--- src/rtl/adpll_pkg.sv ---
package adpll_pkg;

  typedef enum logic [1:0] {
    PFD_IDLE = 2'd0,
    PFD_UP   = 2'd1,
    PFD_DN   = 2'd2
  } pfdState_e;

  typedef struct packed {
    logic refEdge;
    logic countUp;
    logic countDn;
  } loopStrobe_t;

endpackage

--- src/rtl/adpll_ctrl.sv ---
module adpll_ctrl
  import adpll_pkg::*;
#(
  parameter int ERR_W    = 10,
  parameter int LOCK_RUN = 4
) (
  input  logic                    clk,
  input  logic                    rst_n,
  input  logic                    refIn,
  input  logic                    fbPulse,
  input  logic signed [ERR_W-1:0] err,
  input  logic [ERR_W-1:0]        lockThresh,
  output loopStrobe_t             strb,
  output logic                    locked
);

  localparam int RUN_W = $clog2(LOCK_RUN + 1);
  localparam logic [RUN_W-1:0] RUN_TOP = RUN_W'(LOCK_RUN);

  logic      refPrev;
  logic      refEdge;
  pfdState_e pfdState, pfdNext;

  always_ff @(posedge clk or negedge rst_n) begin
    if (!rst_n) refPrev <= 1'b0;
    else        refPrev <= refIn;
  end

  assign refEdge = refIn & ~refPrev;

  always_comb begin
    pfdNext = pfdState;
    unique case (pfdState)
      PFD_IDLE: begin
        if (refEdge && !fbPulse)      pfdNext = PFD_UP;
        else if (fbPulse && !refEdge) pfdNext = PFD_DN;
      end
      PFD_UP:  if (fbPulse) pfdNext = PFD_IDLE;
      PFD_DN:  if (refEdge) pfdNext = PFD_IDLE;
      default: pfdNext = PFD_IDLE;
    endcase
  end

  always_ff @(posedge clk or negedge rst_n) begin
    if (!rst_n) pfdState <= PFD_IDLE;
    else        pfdState <= pfdNext;
  end

  assign strb.refEdge = refEdge;
  assign strb.countUp = (pfdState == PFD_UP);
  assign strb.countDn = (pfdState == PFD_DN);

  // lock qualification: run of in-band reference cycles
  logic [ERR_W-1:0] errRaw, errMag;
  logic             inBand;
  logic [RUN_W-1:0] goodCnt, goodNext;

  always_comb begin
    errRaw   = err;
    errMag   = err[ERR_W-1] ? (~errRaw + 1'b1) : errRaw;
    inBand   = (errMag <= lockThresh);
    if (!inBand)                goodNext = '0;
    else if (goodCnt == RUN_TOP) goodNext = goodCnt;
    else                        goodNext = goodCnt + 1'b1;
  end

  always_ff @(posedge clk or negedge rst_n) begin
    if (!rst_n) begin
      goodCnt <= '0;
      locked  <= 1'b0;
    end else if (refEdge) begin
      goodCnt <= goodNext;
      locked  <= (goodNext == RUN_TOP);
    end
  end

endmodule

--- src/rtl/adpll_dp.sv ---
module adpll_dp
  import adpll_pkg::*;
#(
  parameter int NCO_W     = 5,
  parameter int ERR_W     = 10,
  parameter int DIV_W     = 4,
  parameter int FREE_WORD = 20,
  parameter int WORD_MIN  = 1
) (
  input  logic                    clk,
  input  logic                    rst_n,
  input  loopStrobe_t             strb,
  input  logic [DIV_W-1:0]        divN,
  output logic signed [ERR_W-1:0] err,
  output logic [NCO_W-1:0]        ctrlWord,
  output logic                    clkOut,
  output logic                    fbPulse
);

  localparam int WORD_MAX = (2 ** NCO_W) - 1;
  localparam int ERR_MAX  = (2 ** (ERR_W - 1)) - 1;
  localparam int SUM_W    = ERR_W + 2;
  localparam logic signed [ERR_W:0]   LIM_P  = (ERR_W + 1)'(ERR_MAX);
  localparam logic signed [ERR_W:0]   LIM_N  = -(ERR_W + 1)'(ERR_MAX);
  localparam logic signed [ERR_W:0]   STEP_P = (ERR_W + 1)'(1);
  localparam logic signed [ERR_W:0]   STEP_N = -(ERR_W + 1)'(1);
  localparam logic signed [SUM_W-1:0] SMIN   = SUM_W'(WORD_MIN);
  localparam logic signed [SUM_W-1:0] SMAX   = SUM_W'(WORD_MAX);

  // phase counter (time-to-digital)
  logic signed [ERR_W-1:0] tdcCnt, tdcNext;
  logic signed [ERR_W:0]   tdcBase, tdcSum, stepV;

  always_comb begin
    if (strb.countUp)      stepV = STEP_P;
    else if (strb.countDn) stepV = STEP_N;
    else                   stepV = '0;
    tdcBase = strb.refEdge ? '0 : {tdcCnt[ERR_W-1], tdcCnt};
    tdcSum  = tdcBase + stepV;
    if (tdcSum > LIM_P)      tdcNext = LIM_P[ERR_W-1:0];
    else if (tdcSum < LIM_N) tdcNext = LIM_N[ERR_W-1:0];
    else                     tdcNext = tdcSum[ERR_W-1:0];
  end

  always_ff @(posedge clk or negedge rst_n) begin
    if (!rst_n) tdcCnt <= '0;
    else        tdcCnt <= tdcNext;
  end

  assign err = tdcCnt;

  // one-tap integrator with clamp
  logic signed [SUM_W-1:0] sumV;
  logic [NCO_W-1:0]        wordNext;

  always_comb begin
    sumV = {{(SUM_W - NCO_W){1'b0}}, ctrlWord}
         + {{(SUM_W - ERR_W){tdcCnt[ERR_W-1]}}, tdcCnt};
    if (sumV < SMIN)      wordNext = NCO_W'(WORD_MIN);
    else if (sumV > SMAX) wordNext = NCO_W'(WORD_MAX);
    else                  wordNext = sumV[NCO_W-1:0];
  end

  always_ff @(posedge clk or negedge rst_n) begin
    if (!rst_n)            ctrlWord <= NCO_W'(FREE_WORD);
    else if (strb.refEdge) ctrlWord <= wordNext;
  end

  // phase-accumulator oscillator
  logic [NCO_W-1:0] phase;
  logic [NCO_W:0]   phaseSum;
  logic             wrap;

  assign phaseSum = {1'b0, phase} + {1'b0, ctrlWord};
  assign wrap     = phaseSum[NCO_W];

  always_ff @(posedge clk or negedge rst_n) begin
    if (!rst_n) begin
      phase  <= '0;
      clkOut <= 1'b0;
    end else begin
      phase  <= phaseSum[NCO_W-1:0];
      clkOut <= wrap;
    end
  end

  // feedback divider
  logic [DIV_W-1:0] divCnt, divEff;
  logic             divTerm;

  assign divEff  = (divN == '0) ? DIV_W'(1) : divN;
  assign divTerm = (divCnt >= divEff - 1'b1);

  always_ff @(posedge clk or negedge rst_n) begin
    if (!rst_n) begin
      divCnt  <= '0;
      fbPulse <= 1'b0;
    end else begin
      fbPulse <= wrap & divTerm;
      if (wrap) divCnt <= divTerm ? '0 : divCnt + 1'b1;
    end
  end

endmodule

--- src/rtl/adpll_loop.sv ---
module adpll_loop
  import adpll_pkg::*;
#(
  parameter int NCO_W     = 5,
  parameter int ERR_W     = 10,
  parameter int DIV_W     = 4,
  parameter int FREE_WORD = 20,
  parameter int LOCK_RUN  = 4
) (
  input  logic             clk,
  input  logic             rst_n,
  input  logic             refIn,
  input  logic [DIV_W-1:0] divN,
  input  logic [ERR_W-1:0] lockThresh,
  output logic             clkOut,
  output logic [NCO_W-1:0] ctrlWord,
  output logic             locked
);

  loopStrobe_t             strb;
  logic signed [ERR_W-1:0] err;
  logic                    fbPulse;

  adpll_ctrl #(
    .ERR_W   (ERR_W),
    .LOCK_RUN(LOCK_RUN)
  ) u_ctrl (
    .clk       (clk),
    .rst_n     (rst_n),
    .refIn     (refIn),
    .fbPulse   (fbPulse),
    .err       (err),
    .lockThresh(lockThresh),
    .strb      (strb),
    .locked    (locked)
  );

  adpll_dp #(
    .NCO_W    (NCO_W),
    .ERR_W    (ERR_W),
    .DIV_W    (DIV_W),
    .FREE_WORD(FREE_WORD),
    .WORD_MIN (1)
  ) u_dp (
    .clk     (clk),
    .rst_n   (rst_n),
    .strb    (strb),
    .divN    (divN),
    .err     (err),
    .ctrlWord(ctrlWord),
    .clkOut  (clkOut),
    .fbPulse (fbPulse)
  );

endmodule

--- config.mk ---
export PLATFORM = sky130hd
export DESIGN_NAME = adpll_loop
export DESIGN_NICKNAME = d
export VERILOG_FILES = /design/src/rtl/adpll_pkg.sv /design/src/rtl/adpll_ctrl.sv /design/src/rtl/adpll_dp.sv /design/src/rtl/adpll_loop.sv
export SDC_FILE = /design/constraint.sdc
export NUM_CORES = 1
export LEC_CHECK = 0
export CORE_MARGIN = 1.5
export CORE_UTILIZATION = 50
export CTS_CLUSTER_SIZE = 10
export DETAILED_ROUTE_END_ITERATION = 10
export DONT_BUFFER_PORTS = 1
export PLACE_DENSITY = 0.72
export SLEW_MARGIN = 20
export SYNTH_ARGS = -nofsm -noshare
export SYNTH_HDL_FRONTEND = slang
export SYNTH_SLANG_ARGS = --single-unit
--- constraint.sdc ---
create_clock -name clk -period 3 [get_ports clk]
set_input_delay 0.6 -clock clk [delete_from_list [all_inputs] [get_ports clk]]
set_output_delay 0.6 -clock clk [all_outputs]
set_load 0.02 [all_outputs]
==> results.sh <==
export IMPL_clock_latency_ns=0.29
export IMPL_synth_edf_count=0
export IMPL_async_reset_ff_share_pct=100.0
export IMPL_routed_wl_mm=7.519
export IMPL_port_buffers=0
export IMPL_synth_seq_cells=33
export IMPL_final_nets=437
export IMPL_cts_setup_buffers=0
export IMPL_cp_required_ns=3.17
export IMPL_vias=2703
export IMPL_rr_worst_depth=10
export IMPL_cts_path_max_buffers=2
export IMPL_root_buffer="clkbuf_8"
export IMPL_cts_buffers=5
export IMPL_start_util_pct=52.57
export IMPL_maxCapViolCount=0
export IMPL_h_tree_depth=2
export IMPL_grt_max_degree=32
export IMPL_die_x_um=82.60
export IMPL_cp_max_fo=8
export IMPL_max_stage_delay_ns=0.44
export IMPL_ant_nets=0
export IMPL_min_path_type="in2async"
export IMPL_drc=0
export IMPL_r2r_start="u_ctrl.pfdState[0]$_DFFE_PN0P_"
export IMPL_antenna_found_initial=0
export IMPL_synth_area_per_cell_um2=8.516
export IMPL_dp_hpwl_mm=5.652
export IMPL_final_area_mm2=0.003473
export IMPL_r2r_slack_ns=0.07
export IMPL_timing_rr_end="u_dp.err[7]$_DFF_PN0_"
export IMPL_drv_slew=0
export IMPL_start_kind="flop"
export IMPL_placed_area_mm2=0.003287
export IMPL_max_freq_ghz=0.3418
export IMPL_slew_headroom_pct=60.71
export IMPL_path_clk_slew_ns=0.07
export IMPL_n_antenna_cell=0
export IMPL_drtIter0Drc=151
export IMPL_io_pins=24
export IMPL_cp_end_kind="flop"
export IMPL_track_usage_pct=22.71
export IMPL_worstMarginPinSlew_ns=0.5811
export IMPL_final_common_cell="ha_1"
export IMPL_status="finished clean"
export IMPL_syn_area_mm2=0.003168
export IMPL_period_needed_ns=2.925
export IMPL_final_layout_size_suffix_gt1_share_pct=13.49
export IMPL_path_common_cell="ha_1"
export IMPL_yosysUniqueCellTypes=63
export IMPL_first_pass_iters=6
export IMPL_num_rows=28
export IMPL_wire_per_inst_um=16.60
export IMPL_die_h_um=82.60
export IMPL_ys_seq_area_share_pct=26.15
export IMPL_hold_viol=0
export IMPL_area_delta_synth_final_pct=9.637
export IMPL_gp_congestion=0.9681
export IMPL_postSynthCellCount=372
export IMPL_syn_nets=432
export IMPL_crit_chain="inv_1 -> ha_1 -> ha_1 -> fa_1 -> o211a_1 -> nor4_2 -> o32ai_1 -> and2_1 -> buf_4 -> maj3_2"
export IMPL_cp_arrival_ns=3.10
export IMPL_ys_flop_type="dfrtp_1"
export IMPL_setup_viol=0
export IMPL_mostFrequentLayoutCells="ha_1, inv_1, nand2_1, dfrtp_1, a21oi_1"
export IMPL_cpMaxStageDelayCell="fa_1"
export IMPL_criticalPathCategory="reg2reg"
export IMPL_viasPerCell=5.967
export IMPL_die_area_mm2=0.006823
export IMPL_core_area_mm2=0.006026
export IMPL_grt_pass1_vias=2447
export IMPL_ys_warn_count=0
export IMPL_grt_pass1_wl_mm=11.70
export IMPL_cts_tree="done"
export IMPL_overflow=0
export IMPL_skew_ns=0.005677
export IMPL_fillers=567
export IMPL_finalCritPeriodShare_pct=97.51
export IMPL_numClockSinks=33
layer usage:
layer,share of wire [%],vias to the layer above,global-route usage [%]
li1,-,1341,-
met1,45,1275,29.95
met2,48,79,37.56
met3,5.1,8,4.945
met4,1.2,0,5.833
met5,0,-,0
sequential cells by signal, summed over array words and instances, names as in the netlist:
name / flops
u_ctrl.refPrev: 1
u_dp.fbPulse: 1
u_dp.clkOut: 1
u_dp.phase: 5
u_ctrl.goodCnt: 3
u_dp.err: 10
u_dp.divCnt: 4
u_dp.ctrlWord: 5
u_ctrl.pfdState: 2
u_ctrl.locked: 1
cells in the mapped netlist, types with 7 or more instances:
cell	number	area [um2]
o21a_1	8	60.06
ha_1	40	500.5
xnor2_1	18	157.7
nor3_1	14	70.07
nand2_1	32	120.1
nor2_1	16	60.06
dfrtp_1	31	775.7
a21o_1	9	67.56
inv_1	35	131.4
o21ai_0	25	125.1
a21oi_1	25	125.1
clkbuf_1	8	30.03
maj3_2	7	78.83
stage by stage:
stage               setup TNS [ns]  setup slack (ns)  instances  hold slack (ns)  util (%)
global route               -0.1382          -0.02824        453           0.1272     57.64
CTS                              0           0.02988        453           0.1312     57.10
finish                           0           0.07471        453           0.1318     57.64
floorplan                   -1.163           -0.1705        372           0.3044         -
global placement                 0            0.1584        444           0.3050     54.55
detailed placement               0           0.05382        444           0.3051     54.55
worst max-delay path: cells and delay by family, from the launching register on:
family / cells / cell delay [ns]
compound gates: 2 / 0.36
fa+ha+maj: 4 / 1.25
buf+inv: 2 / 0.32
flops: 1 / 0.39
simple gates: 2 / 0.49
cells by family after synthesis:
| logic type | synth area share (%) |
|---|---|
| AO/OA/AOI/OAI | 22.51 |
| adder cells (fa/ha/maj) | 20.18 |
| multiplexers | 0.3160 |
| buffers and inverters | 7.622 |
| AND/OR/NAND/NOR | 17.14 |
| XOR/XNOR | 6.082 |
| flip-flops | 26.15 |
worst max path at each step:
stage / start / end / slack (ns) / cells after the start
2_1_floorplan: refIn / u_dp.err[2]$_DFF_PN0_ / -0.17 / 14
3_3_place_gp: refIn / u_dp.err[2]$_DFF_PN0_ / 0.16 / 11
5_1_grt: u_ctrl.pfdState[1]$_DFFE_PN0P_ / u_dp.err[7]$_DFF_PN0_ / -0.03 / 10
3_5_place_dp: refIn / u_dp.err[0]$_DFF_PN0_ / 0.05 / 12
6_report: u_ctrl.pfdState[0]$_DFFE_PN0P_ / u_dp.err[7]$_DFF_PN0_ / 0.07 / 10
4_1_cts: u_ctrl.pfdState[1]$_DFFE_PN0P_ / u_dp.err[0]$_DFF_PN0_ / 0.03 / 10
cell type report:
cell class	instances	area [um2]	share of cell area, %
multi-input combinational	285	2153	62.00
sequential	33	828.3	23.85
inverter	37	138.9	3.999
timing repair buffer	15	125.1	3.602
tap	75	93.84	2.702
clock buffer	5	68.82	1.981
clock inverter	3	65.06	1.873
repair_timing:
action | in CTS | in global routing
hold endpoints to repair | 31 | 0
resized for setup | 0 | 8
hold buffers | 1 | 0
endpoints found under the setup margin | 0 | 10
Power is left out: the tool's default activity adds up to more than one toggle a clock period on the data nets, which glitch-free logic cannot reach.
